`src/rtl/cwa_pkg.sv`:
```
package cwa_pkg;

    localparam int WORD_W = 10;
    localparam int MARK_W = 7;
    // bit 0 (earliest) is the rightmost digit
    localparam logic [MARK_W-1:0] MARK_BITS = 7'b1111100;

    typedef struct packed {
        logic [WORD_W-1:0] data;
        logic              mark;
    } out_word_t;

    function automatic logic has_mark(input logic [MARK_W-1:0] head);
        return head == MARK_BITS;
    endfunction

endpackage

```
`src/rtl/cwa_history.sv`:
```
module cwa_history #(
    parameter int W = cwa_pkg::WORD_W
) (
    input  logic           clk,
    input  logic           rst,
    input  logic           bit_en,
    input  logic           bit_in,
    output logic [2*W-1:0] hist_nxt,
    output logic           mark_hit
);
    localparam int HW = 2 * W;

    logic [HW-1:0] hist_q;

    // newest bit enters at the top, so older bits sit at lower indices
    always_comb begin
        hist_nxt = bit_en ? {bit_in, hist_q[HW-1:1]} : hist_q;
        mark_hit = bit_en && cwa_pkg::has_mark(hist_nxt[W +: cwa_pkg::MARK_W]);
    end

    always_ff @(posedge clk) begin
        if (rst) hist_q <= '0;
        else     hist_q <= hist_nxt;
    end

endmodule

```
`src/rtl/cwa_phase.sv`:
```
module cwa_phase #(
    parameter int W = cwa_pkg::WORD_W,
    localparam int PH_W  = $clog2(W),
    localparam int OFF_W = $clog2(W + 1)
) (
    input  logic             clk,
    input  logic             rst,
    input  logic             bit_en,
    input  logic             mark_hit,
    input  logic             align_en,
    output logic             word_end,
    output logic [OFF_W-1:0] sel_off
);
    logic [PH_W-1:0]  ph_q;
    logic [OFF_W-1:0] off_q;
    logic [OFF_W-1:0] off_c;

    always_comb begin
        off_c = off_q;
        if (mark_hit && align_en)
            off_c = OFF_W'(ph_q) + OFF_W'(1);
        word_end = bit_en && (ph_q == PH_W'(W - 1));
        sel_off  = off_c;
    end

    always_ff @(posedge clk) begin
        if (rst) begin
            ph_q  <= '0;
            off_q <= OFF_W'(W);
        end else if (bit_en) begin
            ph_q  <= word_end ? '0 : ph_q + PH_W'(1);
            off_q <= off_c;
        end
    end

    // the window offset always lies inside the history
    a_r10_offset_range: assert property (@(posedge clk) disable iff (rst)
        (sel_off >= OFF_W'(1)) && (sel_off <= OFF_W'(W)));

endmodule

```
`src/rtl/comma_word_aligner.sv`:
```
module comma_word_aligner #(
    parameter int W = cwa_pkg::WORD_W,
    localparam int OFF_W = $clog2(W + 1)
) (
    input  logic         clk,
    input  logic         rst,
    input  logic         bit_en,
    input  logic         bit_in,
    input  logic         align_en,
    output logic [W-1:0] word_out,
    output logic         word_stb,
    output logic         comma_flag
);
    import cwa_pkg::*;

    logic [2*W-1:0]   hist_nxt;
    logic             mark_hit;
    logic             word_end;
    logic [OFF_W-1:0] sel_off;
    logic [W-1:0]     cand [1:W];
    logic [W-1:0]     pick;
    out_word_t        out_q;
    logic             stb_q;

    cwa_history #(.W(W)) u_hist (
        .clk(clk), .rst(rst), .bit_en(bit_en), .bit_in(bit_in),
        .hist_nxt(hist_nxt), .mark_hit(mark_hit)
    );

    cwa_phase #(.W(W)) u_phase (
        .clk(clk), .rst(rst), .bit_en(bit_en), .mark_hit(mark_hit),
        .align_en(align_en), .word_end(word_end), .sel_off(sel_off)
    );

    for (genvar o = 1; o <= W; o++) begin : g_win
        assign cand[o] = hist_nxt[o +: W];
    end

    always_comb pick = cand[sel_off];

    always_ff @(posedge clk) begin
        if (rst) begin
            out_q <= '0;
            stb_q <= 1'b0;
        end else begin
            stb_q <= word_end;
            if (word_end) begin
                out_q.data <= pick;
                out_q.mark <= align_en && has_mark(pick[MARK_W-1:0]);
            end
        end
    end

    assign word_out   = out_q.data;
    assign comma_flag = out_q.mark;
    assign word_stb   = stb_q;

    // ---- checks ----
    logic [7:0] gap_cnt;
    always_ff @(posedge clk) begin
        if (rst)                gap_cnt <= '0;
        else if (word_stb)      gap_cnt <= {7'd0, bit_en};
        else if (bit_en && gap_cnt != 8'hFF) gap_cnt <= gap_cnt + 8'd1;
    end

    // strobes are spaced by exactly one word of accepted bits
    a_r2_stb_spacing: assert property (@(posedge clk) disable iff (rst)
        word_stb |-> (gap_cnt == 8'(W)));

    a_r2_stb_pulse: assert property (@(posedge clk) disable iff (rst)
        word_stb |=> !word_stb);

    a_r2_word_hold: assert property (@(posedge clk) disable iff (rst)
        !word_stb |-> $stable(word_out));

    a_r7_flag_needs_en: assert property (@(posedge clk) disable iff (rst)
        $rose(comma_flag) |-> $past(align_en));

    a_r6_flag_pattern: assert property (@(posedge clk) disable iff (rst)
        comma_flag |-> (word_out[MARK_W-1:0] == MARK_BITS));

endmodule

```
`config.mk`:
```
export PLATFORM = sky130hd
export DESIGN_NAME = comma_word_aligner
export DESIGN_NICKNAME = d
export VERILOG_FILES = /design/src/rtl/cwa_pkg.sv /design/src/rtl/cwa_history.sv /design/src/rtl/cwa_phase.sv /design/src/rtl/comma_word_aligner.sv
export SDC_FILE = /design/constraint.sdc
export NUM_CORES = 1
export LEC_CHECK = 0
export CAP_MARGIN = 10
export CORE_AREA = 10 10 76 78
export DETAILED_ROUTE_END_ITERATION = 16
export DIE_AREA = 0 0 86 88
export PLACE_DENSITY = 0.72
export SKIP_LAST_GASP = 1
export SLEW_MARGIN = 5
export SYNTH_ARGS = -nofsm -noshare
export SYNTH_HDL_FRONTEND = slang
export SYNTH_SLANG_ARGS = --single-unit
```
`constraint.sdc`:
```
create_clock -name clk -period 3.05 [get_ports clk]
set_input_delay 0.61 -clock clk [delete_from_list [all_inputs] [get_ports clk]]
set_output_delay 0.61 -clock clk [all_outputs]
set_load 0.03 [all_outputs]
```
==> insert_results.sql <==
INSERT INTO impl_metrics (metric_group, metric, value, unit) VALUES
('cts', 'cts_hold_repair.buffers', '0', ''),
('power', 'power-per-cell-area', '338', 'mW/mm2'),
('yosys', 'synth_area_leader_cell', 'dfxtp_1', ''),
('floorplan', 'rows', '24', ''),
('setup_path', 'signal_arrival_time_at_the_worst_endpoint', '2.88', 'ns'),
('setup_path', 'worst-r2r-setup-slack', '0.39', 'ns'),
('floorplan', 'die_h', '88', 'um'),
('setup_path', 'required', '3.26', 'ns'),
('placed_design', 'pre_cts_slack', '-0.344', 'ns'),
('setup_path', 'r2r-end', 'comma_flag', ''),
('setup_path', 'crit-reg2reg-launch', 'u_hist.hist_q[12]', ''),
('setup_path', 'worstSetupPathType', 'primary input to flip-flop', ''),
('layout', 'syn_to_final_growth', '32.6', '%'),
('placed_design', 'io_buffers', '16', ''),
('floorplan', 'effective_utilization_at_floorplan', '52.8', '%'),
('sta', 'unrepaired_setup_endpoints_after_global_routing', 'no', ''),
('global_route', 'grt_remaining_overflow', '0', ''),
('drt', 'detailroute.via_count', '2222', ''),
('sta', 'worst_slew_pin_slew', '0.564', 'ns'),
('cts', 'insertion_delay', '0.30', 'ns'),
('global_route', 'grt_pass1_wl', '10.5', 'mm'),
('cts', 'cts_inserted_buffers', '5', ''),
('global_route', 'globalRouteTotalUtil', '17.4', '%'),
('setup_path', 'critical_path.startpoint_type', 'primary input', ''),
('cts', 'max-clock-path-buffers', '2', ''),
('drt', 'detail_route.wirelength', '6.52', 'mm'),
('drt', 'routed_via_density', '5.94', ''),
('floorplan', 'coreArea', '0.00429', 'mm2'),
('sta', 'finalSetupViolations', '0', ''),
('layout', 'layout_commonest_cell', 'buf_4', ''),
('yosys', 'yosys.area.top_type_share', '34.4', '%'),
('run', 'max-cap-violations', '0', ''),
('drt', 'firstDrtPassIters', '4', ''),
('layout', 'layout_common_cells', '56 x buf_4, 42 x nor2_1, 39 x dfxtp_1', ''),
('placed_design', 'gp_congestion', '0.941', ''),
('global_route', 'antenna_found_initial', '0', ''),
('yosys', 'synth.yosys.warnings', '0', ''),
('power', 'power.ir.vdd_worst', '0.271', 'mV'),
('yosys', 'syn_inst', '260', ''),
('floorplan', 'ioPinCount', '17', ''),
('sta', 'worst_hold_slack', '0.490', 'ns'),
('power', 'static-leakage-power', '1.29', 'nW'),
('yosys', 'ys_ff_latch', '39', ''),
('placed_design', 'place.detailed.hpwl', '4.79', 'mm'),
('yosys', 'synth_top_flop_cell', 'dfxtp_1', ''),
('sta', 'timing.final.hold_violations', '0', ''),
('drt', 'detail_route.iter0.violations', '233', ''),
('setup_path', 'critical_path_end_type', 'flip-flop', ''),
('cts', 'tritoncts_num_sinks', '39', ''),
('cts', 'root_buffer', 'clkbuf_8', ''),
('yosys', 'synthesis.nets', '267', ''),
('yosys', 'post_synth_num_cell_types', '46', ''),
('min_path', 'min_delay_path_depth', '2', ''),
('floorplan', 'die-area', '0.00757', 'mm2'),
('yosys', 'synthesis.area', '0.00227', 'mm2'),
('sta', 'slew_violations', '0', ''),
('cts', 'clk_pin_slew', '0.07', 'ns'),
('global_route', 'grt_pass1_vias', '2151', ''),
('layout', 'fin_nets', '328', ''),
('sta', 'timing.final.crit_share', '87.7', '%'),
('status', 'result_of_the_run', 'finished, final reports clean', ''),
('yosys', 'share_of_the_yosys_chip_area_belonging_to_registers', '34.4', '%'),
('yosys', 'synth_edf_count', '0', ''),
('layout', 'n_antenna_cell', '0', ''),
('drt', 'drt_drc_violations_left', '0', ''),
('setup_path', 'reg2reg_depth', '10', ''),
('layout', 'final_core_utilization', '70.0', '%'),
('sta', 'worst_clock_skew', '0.00664', 'ns'),
('drt', 'postRouteAntennaNets', '0', ''),
('setup_path', 'critical_path_peak_fanout', '7', ''),
('yosys', 'synth-async-reset-ratio', '0', '%');
[logic make-up (layout without fill, tap and decap cells)]
family,after synthesis,after routing,share of synthesized area [%]
xor gates and xnor gates,2,2,0.772
and+or+nand+nor,84,84,17.7
adders and majority gates,2,2,1.10
AOI/OAI and AO/OA,67,68,21.6
buffers and inverters,22,83,4.52
muxes,44,44,20.0
DFF,39,39,34.4
[layout make-up]
cell class | instances | area, um2 | area share [%]
multi-input combinational | 200 | 1450 | 48.1
inverter | 3 | 11.3 | 0.374
clock inverter | 2 | 35.0 | 1.16
timing repair buffer | 72 | 586 | 19.5
tap | 52 | 65.1 | 2.16
clock buffer | 6 | 82.6 | 2.75
sequential | 39 | 781 | 26.0
[repair_timing]
item	CTS	global route
pin swaps	0	6
setup endpoints to repair	1	5
setup buffers	0	3
gates cloned	0	1
gates resized for setup	1	15
[worst max-delay path by stage]
stage / startpoint / to / slack, ns / depth (start not counted)
after global placement: align_en / comma_flag / -0.25 / 9
after CTS: align_en / comma_flag / 0.09 / 9
final: bit_en / comma_flag / 0.38 / 11
after floorplan: align_en / comma_flag / 0.26 / 8
after detailed placement: align_en / comma_flag / -0.34 / 9
after global routing: u_phase.ph_q[0] / comma_flag / 0.20 / 10
[flip-flops by register name (all words and copies together) (netlist names)]
signal	cells
comma_flag	1
u_hist.hist_q	19
u_phase.off_q	4
u_phase.ph_q	4
word_out	10
word_stb	1
[through the flow]
step                total power, mW  TNS (ns)  cells  area (um2)
floorplan                     0.563         0    260        2270
global placement              0.579     -1.47    362        2800
detailed placement            0.581     -2.02    362        2800
CTS                            1.02         0    370        2920
global route                   1.05         0    374        3010
finish                         1.02         0    374        3010
[layer usage]
metal / track usage [%] / vias to the layer above / share of wire, %
li1: - / 1091 / -
met4: 8.23 / 0 / 3.1
met1: 20.3 / 1035 / 42
met5: 0 / - / 0
met3: 4.09 / 19 / 6.4
met2: 29.3 / 77 / 49
[worst max-delay path, stage by stage]
cell and delay (ns):
dlymetal6s2s_1 0.10, nand3b_1 0.19, nor3_2 0.22, buf_4 0.16
buf_4 0.11, mux2_4 0.35, o31ai_2 0.24, a21oi_1 0.06
o32a_1 0.35, or2_1 0.25, o41ai_2 0.25
[synthesized netlist by cell type (2+ instances only)]
master     count
a2bb2oi_1      3
a32oi_1        5
a22oi_1        3
o21ai_0        9
a31oi_1        3
nand3b_1       2
nand3_1        3
nand2_1       14
mux2_2        10
ha_1           2
buf_1          2
inv_1          3
nor2b_1        2
o221ai_1       4
o2bb2ai_1      2
a211oi_1       8
dfxtp_1       39
buf_6          2
o32a_1         2
nor3_1         9
mux2i_1       34
buf_2          4
clkbuf_1      11
nand2b_1       3
nand4b_1       2
nor2_1        43
o22ai_1        3
xor2_1         2
a21oi_1       12
a221oi_1       3
[power breakdown]
group	switching, mW	total (mW)	internal, mW
Clock	0.183	0.447	0.265
Combinational	0.0298	0.0499	0.0201
Sequential	0.00739	0.520	0.513
Total	0.220	1.02	0.797
(Power assumes the default switching activity.)
